[src/rtl/i2c_sg_pkg.sv]
package i2c_sg_pkg;
  parameter int unsigned RELOAD_W = 7;
  parameter int unsigned SYNC_STAGES = 2;

  typedef enum logic [1:0] {
    SG_IDLE = 2'd0,
    SG_PH1  = 2'd1,
    SG_PH2  = 2'd2,
    SG_DONE = 2'd3
  } sg_state_e;
endpackage

[src/rtl/i2c_sg_sync.sv]
module i2c_sg_sync #(
  parameter int unsigned WIDTH  = 2,
  parameter int unsigned STAGES = 2
) (
  input  logic             clk_i,
  input  logic             rst_ni,
  input  logic [WIDTH-1:0] d_i,
  output logic [WIDTH-1:0] q_o
);
  for (genvar b = 0; b < WIDTH; b++) begin : g_bit
    logic [STAGES-1:0] chain_q;
    always_ff @(posedge clk_i or negedge rst_ni) begin
      // idle bus level is high
      if (!rst_ni) chain_q <= '1;
      else         chain_q <= {chain_q[STAGES-2:0], d_i[b]};
    end
    assign q_o[b] = chain_q[STAGES-1];
  end
endmodule

[src/rtl/i2c_sg_cnt.sv]
module i2c_sg_cnt #(
  parameter int unsigned WIDTH = 7
) (
  input  logic             clk_i,
  input  logic             rst_ni,
  input  logic             clr_i,
  input  logic             load_i,
  input  logic             dec_i,
  input  logic [WIDTH-1:0] reload_i,
  output logic             zero_o
);
  logic [WIDTH-1:0] cnt_q;

  always_ff @(posedge clk_i or negedge rst_ni) begin
    if (!rst_ni)                  cnt_q <= '0;
    else if (clr_i)               cnt_q <= '0;
    else if (load_i)              cnt_q <= reload_i;
    else if (dec_i && cnt_q != 0) cnt_q <= cnt_q - 1'b1;
  end

  assign zero_o = (cnt_q == '0);
endmodule

[src/rtl/i2c_sg_fsm.sv]
module i2c_sg_fsm
  import i2c_sg_pkg::*;
(
  input  logic clk_i,
  input  logic rst_ni,
  input  logic srst_i,
  input  logic start_i,
  input  logic sda_s_i,
  input  logic scl_s_i,
  input  logic cnt_zero_i,
  output logic cnt_load_o,
  output logic cnt_dec_o,
  output logic ev_bcl_o,
  output logic ev_done_o,
  output logic sda_pd_o,
  output logic scl_pd_o
);
  sg_state_e state_q, state_d;

  always_comb begin
    state_d    = state_q;
    cnt_load_o = 1'b0;
    cnt_dec_o  = 1'b0;
    ev_bcl_o   = 1'b0;
    ev_done_o  = 1'b0;
    unique case (state_q)
      SG_IDLE: begin
        if (start_i) begin
          if (!sda_s_i || !scl_s_i) begin
            ev_bcl_o = 1'b1;
          end else begin
            state_d    = SG_PH1;
            cnt_load_o = 1'b1;
          end
        end
      end
      SG_PH1: begin
        if (!scl_s_i && sda_s_i) begin
          // another master drives a one
          ev_bcl_o = 1'b1;
          state_d  = SG_IDLE;
        end else if (!sda_s_i || cnt_zero_i) begin
          // early assert or normal end of first delay
          state_d    = SG_PH2;
          cnt_load_o = 1'b1;
        end else begin
          cnt_dec_o = 1'b1;
        end
      end
      SG_PH2: begin
        if (cnt_zero_i) begin
          state_d   = SG_DONE;
          ev_done_o = 1'b1;
        end else begin
          cnt_dec_o = 1'b1;
        end
      end
      SG_DONE: state_d = SG_DONE;
      default: state_d = SG_IDLE;
    endcase
    if (srst_i) begin
      state_d    = SG_IDLE;
      cnt_load_o = 1'b0;
      cnt_dec_o  = 1'b0;
      ev_bcl_o   = 1'b0;
      ev_done_o  = 1'b0;
    end
  end

  always_ff @(posedge clk_i or negedge rst_ni) begin
    if (!rst_ni) state_q <= SG_IDLE;
    else         state_q <= state_d;
  end

  assign sda_pd_o = (state_q == SG_PH2) || (state_q == SG_DONE);
  assign scl_pd_o = (state_q == SG_DONE);
endmodule

[src/rtl/i2c_start_gen.sv]
module i2c_start_gen
  import i2c_sg_pkg::*;
#(
  parameter int unsigned RELOAD_W = i2c_sg_pkg::RELOAD_W
) (
  input  logic                clk_i,
  input  logic                rst_ni,
  input  logic                srst_i,
  input  logic                start_i,
  input  logic [RELOAD_W-1:0] reload_i,
  input  logic                sda_i,
  input  logic                scl_i,
  input  logic                irq_clr_i,
  input  logic                bcl_clr_i,
  output logic                sda_pd_o,
  output logic                scl_pd_o,
  output logic                irq_o,
  output logic                bcl_o,
  output logic                start_clr_o
);
  localparam int unsigned LINES = 2;

  logic [LINES-1:0] lines_s;
  logic cnt_load, cnt_dec, cnt_zero, ev_bcl, ev_done;
  logic irq_q, bcl_q, clr_q;

  i2c_sg_sync #(.WIDTH(LINES), .STAGES(SYNC_STAGES)) u_sync (
    .clk_i (clk_i),
    .rst_ni(rst_ni),
    .d_i   ({scl_i, sda_i}),
    .q_o   (lines_s)
  );

  i2c_sg_cnt #(.WIDTH(RELOAD_W)) u_cnt (
    .clk_i   (clk_i),
    .rst_ni  (rst_ni),
    .clr_i   (srst_i),
    .load_i  (cnt_load),
    .dec_i   (cnt_dec),
    .reload_i(reload_i),
    .zero_o  (cnt_zero)
  );

  i2c_sg_fsm u_fsm (
    .clk_i     (clk_i),
    .rst_ni    (rst_ni),
    .srst_i    (srst_i),
    .start_i   (start_i),
    .sda_s_i   (lines_s[0]),
    .scl_s_i   (lines_s[1]),
    .cnt_zero_i(cnt_zero),
    .cnt_load_o(cnt_load),
    .cnt_dec_o (cnt_dec),
    .ev_bcl_o  (ev_bcl),
    .ev_done_o (ev_done),
    .sda_pd_o  (sda_pd_o),
    .scl_pd_o  (scl_pd_o)
  );

  // set wins over software clear
  always_ff @(posedge clk_i or negedge rst_ni) begin
    if (!rst_ni) begin
      irq_q <= 1'b0;
      bcl_q <= 1'b0;
      clr_q <= 1'b0;
    end else if (srst_i) begin
      irq_q <= 1'b0;
      bcl_q <= 1'b0;
      clr_q <= 1'b0;
    end else begin
      clr_q <= ev_bcl | ev_done;
      if (ev_bcl || ev_done) irq_q <= 1'b1;
      else if (irq_clr_i)    irq_q <= 1'b0;
      if (ev_bcl)            bcl_q <= 1'b1;
      else if (bcl_clr_i)    bcl_q <= 1'b0;
    end
  end

  assign irq_o       = irq_q;
  assign bcl_o       = bcl_q;
  assign start_clr_o = clr_q;
endmodule

[config.mk]
export PLATFORM = sky130hd
export DESIGN_NAME = i2c_start_gen
export DESIGN_NICKNAME = d
export VERILOG_FILES = /design/src/rtl/i2c_sg_pkg.sv /design/src/rtl/i2c_sg_sync.sv /design/src/rtl/i2c_sg_cnt.sv /design/src/rtl/i2c_sg_fsm.sv /design/src/rtl/i2c_start_gen.sv
export SDC_FILE = /design/constraint.sdc
export NUM_CORES = 1
export LEC_CHECK = 0
export BUFFER_PORTS_ARGS = -buffer_cell sky130_fd_sc_hd__buf_2
export CAP_MARGIN = 20
export CORE_UTILIZATION = 52
export DETAILED_ROUTE_END_ITERATION = 6
export PLACE_DENSITY = 0.78
export SLEW_MARGIN = 0
export SYNTH_ARGS = -nofsm -noshare
export SYNTH_HDL_FRONTEND = slang
export SYNTH_SLANG_ARGS = --single-unit
[constraint.sdc]
create_clock -name clk_i -period 2.9 [get_ports clk_i]
set_clock_uncertainty 0.2 [all_clocks]
set_input_delay 0.29 -clock clk_i [delete_from_list [all_inputs] [get_ports clk_i]]
set_output_delay 0.29 -clock clk_i [all_outputs]
set_load 0.03 [all_outputs]
==> results of run 1 <==
-- flip-flops by register name (all words and copies together) (netlist names) --
register	count
u_sync.g_bit.chain_q	4
bcl_o	1
u_fsm.state_q	2
u_cnt.cnt_q	7
start_clr_o	1
irq_o	1
-- where the power goes --
group,leakage (nW),switching (mW),internal (mW),total [mW]
Clock,0.0210,0.0712,0.0765,0.148
Combinational,0.284,0.196,0.150,0.346
Sequential,0.203,0.0382,0.266,0.304
-- through the flow --
stage,hold slack [ps],cells,util [%],cell area (sq um),power (mW)
after floorplan,-206,82,-,902,0.563
after global placement,15.6,116,65.0,1010,0.628
after detailed placement,22.6,116,65.0,1010,0.647
after CTS,0.0455,124,69.9,1090,0.800
after global routing,6.16,125,70.5,1100,0.852
final,-1.76,125,70.5,1100,0.798
-- worst register-to-register path, stage by stage (launching register included) --
cell and delay, ps:
dfrtp_1 390, inv_1 90, ha_1 190, or3b_4 410
o211ai_2 220, mux2_2 350, a211oi_1 240
-- cell families (layout without fill, tap and decap cells) --
group,after synthesis,in the layout,share of synthesized area (%)
xor gates and xnor gates,5,5,4.85
AOI/OAI and AO/OA,29,29,24.3
muxes,2,2,2.50
DFF,16,16,44.9
adders and majority gates,5,5,6.93
and+or+nand+nor,17,17,13.2
buffers and inverters,8,35,3.33
-- routing by layer --
layer | global-route usage (%) | vias to the layer above | part of all wire [%]
li1 | - | 367 | -
met1 | 25.9 | 359 | 44
met2 | 35.5 | 25 | 50
met3 | 2.50 | 4 | 4.4
met4 | 11.3 | 0 | 1.6
met5 | 0 | - | 0
-- final cells by class --
class	count	area, sq um
Multi-Input combinational cell	58	467
Fill cell	126	459
Sequential cell	16	405
Timing Repair Buffer	24	145
Clock buffer	4	36.3
Inverter	7	26.3
Tap cell	16	20.0
-- final timing paths --
check / start / to / slack [ps] / depth (start not counted)
max: u_cnt.cnt_q[0]$_DFFE_PN0P_ / u_cnt.cnt_q[1]$_DFFE_PN0P_ / 710 / 6
max in group asynchronous: rst_ni / u_sync.g_bit[1].chain_q[0]$_DFF_PN1_ / 1950 / 2
min in group asynchronous: rst_ni / u_fsm.state_q[1]$_DFFE_PN0P_ / 230 / 2
min reg2reg: u_sync.g_bit[0].chain_q[0]$_DFF_PN1_ / u_sync.g_bit[0].chain_q[1]$_DFF_PN1_ / 160 / 0
min: reload_i[5] / u_cnt.cnt_q[5]$_DFFE_PN0P_ / -2 / 2
max reg2reg: u_cnt.cnt_q[0]$_DFFE_PN0P_ / u_cnt.cnt_q[1]$_DFFE_PN0P_ / 710 / 6
-- synthesized netlist by cell type, drive strengths merged (2+ instances only) --
| master | count | area (sq um) |
|---|---|---|
| mux2 | 2 | 22.5 |
| o21ai | 2 | 10.0 |
| dfstp | 4 | 105 |
| or3 | 2 | 17.5 |
| nand3 | 2 | 10.0 |
| nand4 | 3 | 18.8 |
| a21oi | 5 | 25.0 |
| a211oi | 4 | 30.0 |
| a21o | 3 | 22.5 |
| xor2 | 4 | 35.0 |
| dfrtp | 12 | 300 |
| nor2 | 2 | 7.51 |
| o311a | 2 | 20.0 |
| nand2b | 2 | 12.5 |
| inv | 7 | 26.3 |
| ha | 5 | 62.6 |
| o2111ai | 3 | 26.3 |
| o2bb2ai | 4 | 35.0 |
==> impl_metrics.csv, run 1 <==
group,metric,value,unit
outcome,status,"complete, but fails checks",
outcome,violations,"DRC, hold timing",
yosys,synth_cell_type_count,33,
timing,hold_viol,2,
clock_tree,cts.reportedPaths.clkPinSlew,100,ps
yosys,synth-edff-count,0,
yosys,ys_ff_latch,16,
clock_tree,cts.htree.levels,1,
drt,drt.antenna.violating_nets,0,
setup_path,critPathTopFamily,"compound AO/OA/AOI/OAI gates",
drt,drcViolationCount,2,
die,initial_core_util,57.9,%
clock_tree,cts_tree,"done",
final_layout,area_growth,21.9,%
setup_path,critPathSlowestCell,"or3b_4",
setup_path,crit_path_max_fanout,4,
pwr,peakVddDrop,0.000452,V
global_route,antenna_found_initial,0,
pwr,power_density,726,mW/mm^2
timing,fin_hold_ws,-1.76,ps
global_route,grt_pass1_wl,2880,microns
final_layout,drive_gt1_share,33.0,%
setup_path,worstSetupPathType,"reg2reg",
yosys,ys_seq_area_share,44.9,%
drt,wirelength,1780,microns
placed_design,hpwl,1380,microns
placed_design,port_buffers,19,
timing,fmax,0.457,GHz
yosys,ys.flop_type,"dfrtp_1",
global_route,grt_max_degree,17,
drt,viasPerCell,6.04,
setup_path,worstSetupEndpointType,"flop",
setup_path,path_cells,"inv_1 > ha_1 > or3b_4 > o211ai_2 > mux2_2 > a211oi_1",
timing,min_period,2190,ps
clock_tree,hold_buffers,4,
die,die_w,43.7,microns
yosys,syn_nets,102,
global_route,grt_pass1_vias,687,
clock_tree,cts_root_buf,"clkbuf_4",
clock_tree,post-cts-setup-buffers,0,
final_layout,antenna_cells,0,
drt,firstDrtPassIters,6,
global_route,grt_usage,20.9,%
timing,grt_setup_unrepaired,"false",
yosys,syn-cell-area,902,sq um
timing,min_period_over_period,75.5,%
setup_path,cp-start-kind,"flop",
final_layout,most-common-layout-cells,"19 x buf_2, 12 x dfrtp_1, 7 x inv_1",
placed_design,dp_slack,734,ps
placed_design,place_congestion,0.871,
final_layout,final_common_cell,"buf_2",
setup_path,crit_arrival,2180,ps
drt,drt_iter0_markers,29,
die,coreArea,0.00156,sq mm
clock_tree,cts_sinks,16,
die,rows,14,
die,io_pins,20,
die,die-area,0.00191,sq mm
setup_path,path_buf_inv,1,
clock_tree,clockBufferDepth,2,
clock_tree,cts_repair_resize_count,0,
yosys,yosysWarnings,0,
clock_tree,numCtsBuffers,3,
timing,drv_slew,0,
timing,tightest_slew,395,ps
final_layout,fin_nets,130,
die,die_y,43.7,microns
yosys,avgSynthCellArea,11.0,sq um
min_path,min_path_type,"in2reg",
pwr,leakage,0.508,nW
yosys,async_flop_share,100,%
drt,routedWlPerCell,14.2,microns
timing,timing.final.ws_setup,711,ps
setup_path,cp_slowest_stage_delay,410,ps
job,maxCapViolations,0,
setup_path,critical_path_required,2890,ps
timing,setup_violations,0,
drt,vias,755,
timing,max_slew_margin,73.4,%
yosys,synthCells,82,
timing,fin_setup_tns,0,ps
global_route,grt-ovfl-total,0,
clock_tree,insertion_delay,290,ps
No activity file was read; power rests on OpenSTA's default activity.
==> run 2, diff against run 1 <==
Settings changed: ABC_AREA set to 1, CORE_ASPECT_RATIO set to 1.5, CORE_UTILIZATION 52 to 48, PLACE_DENSITY 0.78 to 0.75.
Clock period 2.9 ns to 1.8 ns, I/O delays scaled along.
==> run 2 against run 1 <==
The flow now finishes without violations. Via count grew 31%. Core utilization grew 1.9 points. Worst setup slack lost 700 ps. Die area grew 24%. Sequential power grew 90%. Largest power group unchanged. Highest routed layer unchanged.
==> impl_metrics.csv, run 2 <==
group,metric,value,unit
die,initial_core_util,51.3,%
die,die-area,0.00236,sq mm
final_layout,seqCellArea,407,sq um
final_layout,drive_gt1_share,42.4,%
yosys,synth_top_area_share,28.9,%
yosys,syn-cell-area,0.00104,sq mm
final_layout,largest_register_ffs,7,
setup_path,path_cells,"buf_4 > ha_4 > or2_4 > buf_6",
min_path,min_to,"u_cnt.cnt_q[0]$_DFFE_PN0P_",
yosys,ys.flop_type,"dfrtp_1",
setup_path,worstSetupEndpointType,"primary output",
die,rows,20,
timing,fmax,0.558,GHz
clock_tree,numCtsBuffers,3,
timing,min_period_over_period,99.6,%
drt,drcViolationCount,0,
yosys,synth.most_common_cell,"nand2_1",
final_layout,top_register,"u_cnt.cnt_q",
final_layout,area_growth,41.2,%
global_route,grt_pass1_wl,3710,microns
yosys,ys_ff_latch,16,
drt,wirelength,2550,microns
drt,firstDrtPassIters,4,
clock_tree,cts_sinks,16,
global_route,antenna_found_initial,0,
global_route,grt_usage,23.3,%
pwr,power_density,1690,mW/mm^2
clock_tree,clockBufferDepth,2,
setup_path,r2r_slack,40,ps
setup_path,crit_arrival,1410,ps
job,maxCapViolations,0,
die,io_pins,20,
timing,tightest_slew,381,ps
pwr,leakage,0.743,nW
placed_design,dp_cells,169,
yosys,synthCells,125,
final_layout,fillers,147,
timing,max_slew_margin,74.6,%
timing,drv_slew,0,
drt,route.met2.wl,1440,microns
drt,met3_length,74,microns
setup_path,ff2ff_path_depth,13,
timing,setup_violations,0,
min_path,worstHoldStart,"reload_i[0]",
yosys,synth-edff-count,0,
drt,vias,990,
yosys,avgSynthCellArea,8.32,sq um
setup_path,critical_path_required,1420,ps
die,die_y,59,microns
drt,top_layer_used,"met4",
clock_tree,cts_root_buf,"clkbuf_4",
setup_path,critPathSlowestCell,"dfrtp_1",
setup_path,cp-start-kind,"flop",
drt,drt.antenna.violating_nets,0,
timing,hold_viol,0,
die,coreArea,0.00203,sq mm
yosys,yosys-top-cells-area,"dfrtp_1 29%, nand2_1 14%, dfstp_2 10%",
setup_path,crit_path_start,"u_fsm.state_q[1]$_DFFE_PN0P_",
clock_tree,cts.htree.levels,1,
timing,grt_setup_unrepaired,"true",
global_route,grt_max_degree,17,
min_path,holdPathStages,5,
final_layout,most-common-layout-cells,"36 x nand2_1, 20 x nand3_1, 18 x buf_2",
setup_path,r2r-start,"u_cnt.cnt_q[0]$_DFFE_PN0P_",
yosys,syn_nets,145,
pwr,power,2.49,mW
placed_design,place_congestion,0.895,
outcome,status,"finished, final reports clean",
final_layout,multi_input_area,701,sq um
yosys,synth_cell_type_count,30,
min_path,min_path_type,"in2reg",
yosys,yosys.area.top_type,"dfrtp_1",
setup_path,r2r-end,"u_cnt.cnt_q[1]$_DFFE_PN0P_",
drt,drt-met1-wl,999,microns
final_layout,largestRegisters,"u_cnt.cnt_q (7), u_sync.g_bit.chain_q (4), u_fsm.state_q (2)",
clock_tree,cts_tree,"done",
setup_path,worstSetupPathType,"reg2out",
final_layout,final_common_cell,"nand2_1",
drt,routedWlPerCell,13.6,microns
die,die_w,40,microns
drt,viasPerCell,5.29,
placed_design,port_buffers,19,
final_layout,antenna_cells,0,
yosys,yosys-top-cells-count,"38 x nand2_1, 20 x nand3_1, 12 x dfrtp_1",
timing,fin_hold_ws,7.26,ps
final_layout,fin_nets,186,
clock_tree,insertion_delay,310,ps
yosys,async_flop_share,100,%
setup_path,cp_slowest_stage_delay,400,ps
final_layout,final_cells,187,
timing,min_period,1790,ps
yosys,yosysWarnings,0,
clock_tree,cts.reportedPaths.clkPinSlew,100,ps
global_route,grt_pass1_vias,937,
pwr,peakVddDrop,0.000992,V
global_route,grt-ovfl-total,0,
drt,drt_iter0_markers,34,
yosys,ys_seq_area_share,39.0,%
setup_path,crit_path_max_fanout,3,
placed_design,hpwl,1600,microns
run 2: how the worst max path moves through the flow:
stage / endpoint / slack (ps)
final: sda_pd_o / 7
after global routing: u_cnt.cnt_q[1]$_DFFE_PN0P_ / -70
after CTS: sda_pd_o / -0.1
after detailed placement: u_cnt.cnt_q[6]$_DFFE_PN0P_ / 20
after global placement: u_cnt.cnt_q[6]$_DFFE_PN0P_ / 40
after floorplan: u_cnt.cnt_q[4]$_DFFE_PN0P_ / 20
run 2: logic make-up after synthesis:
family / synth area share (%)
buffers and inverters: 5.78
AOI/OAI and AO/OA: 7.58
and+or+nand+nor: 38.3
adders and majority gates: 6.02
xor gates and xnor gates: 3.37
DFF: 39.0
run 2: stage by stage:
stage | TNS (ps) | area (sq um) | utilization [%] | setup slack (ps)
final | 0 | 1470 | 72.4 | 7.33
after CTS | -0.121 | 1340 | 65.9 | -0.121
after global placement | 0 | 1190 | 58.8 | 41.8
after floorplan | 0 | 1050 | - | 15.8
after detailed placement | 0 | 1190 | 58.8 | 17.1
after global routing | -430 | 1470 | 72.4 | -69.2
run 2: worst max-delay path: cells and delay by family, from the launching register on:
family | cells | cell delay, ps
adders and majority gates | 1 | 160
DFF | 1 | 400
and+or+nand+nor | 1 | 250
buffers and inverters | 2 | 300
run 2: layout make-up:
cell class	count	area share, %
repair buffers	36	17.0
clock buffers	4	2.47
inverters	12	3.24
well taps	22	1.88
flip-flops and latches	16	27.7
multi-input cells	97	47.7
run 2: timing repair:
| action | CTS | global route |
|---|---|---|
| endpoints found under the hold margin | 23 | 0 |
| setup buffers | 0 | 4 |
| hold buffers | 8 | 0 |
| endpoints found under the setup margin | 5 | 8 |
| pin swaps | 1 | 5 |
| cloned | 0 | 2 |
| gates resized for setup | 6 | 19 |
run 2: routing by layer:
layer,track usage [%],up-vias
li1,-,492
met1,25.8,469
met2,39.6,25
met3,3.38,4
met4,13.8,0
met5,0,-
run 2: where the power goes:
group          switching (mW)  total, mW  internal, mW  leakage [nW]
Sequential              0.109      0.579         0.470         0.201
Clock                   0.126      0.250         0.124        0.0210
Combinational           0.911       1.66         0.746         0.521
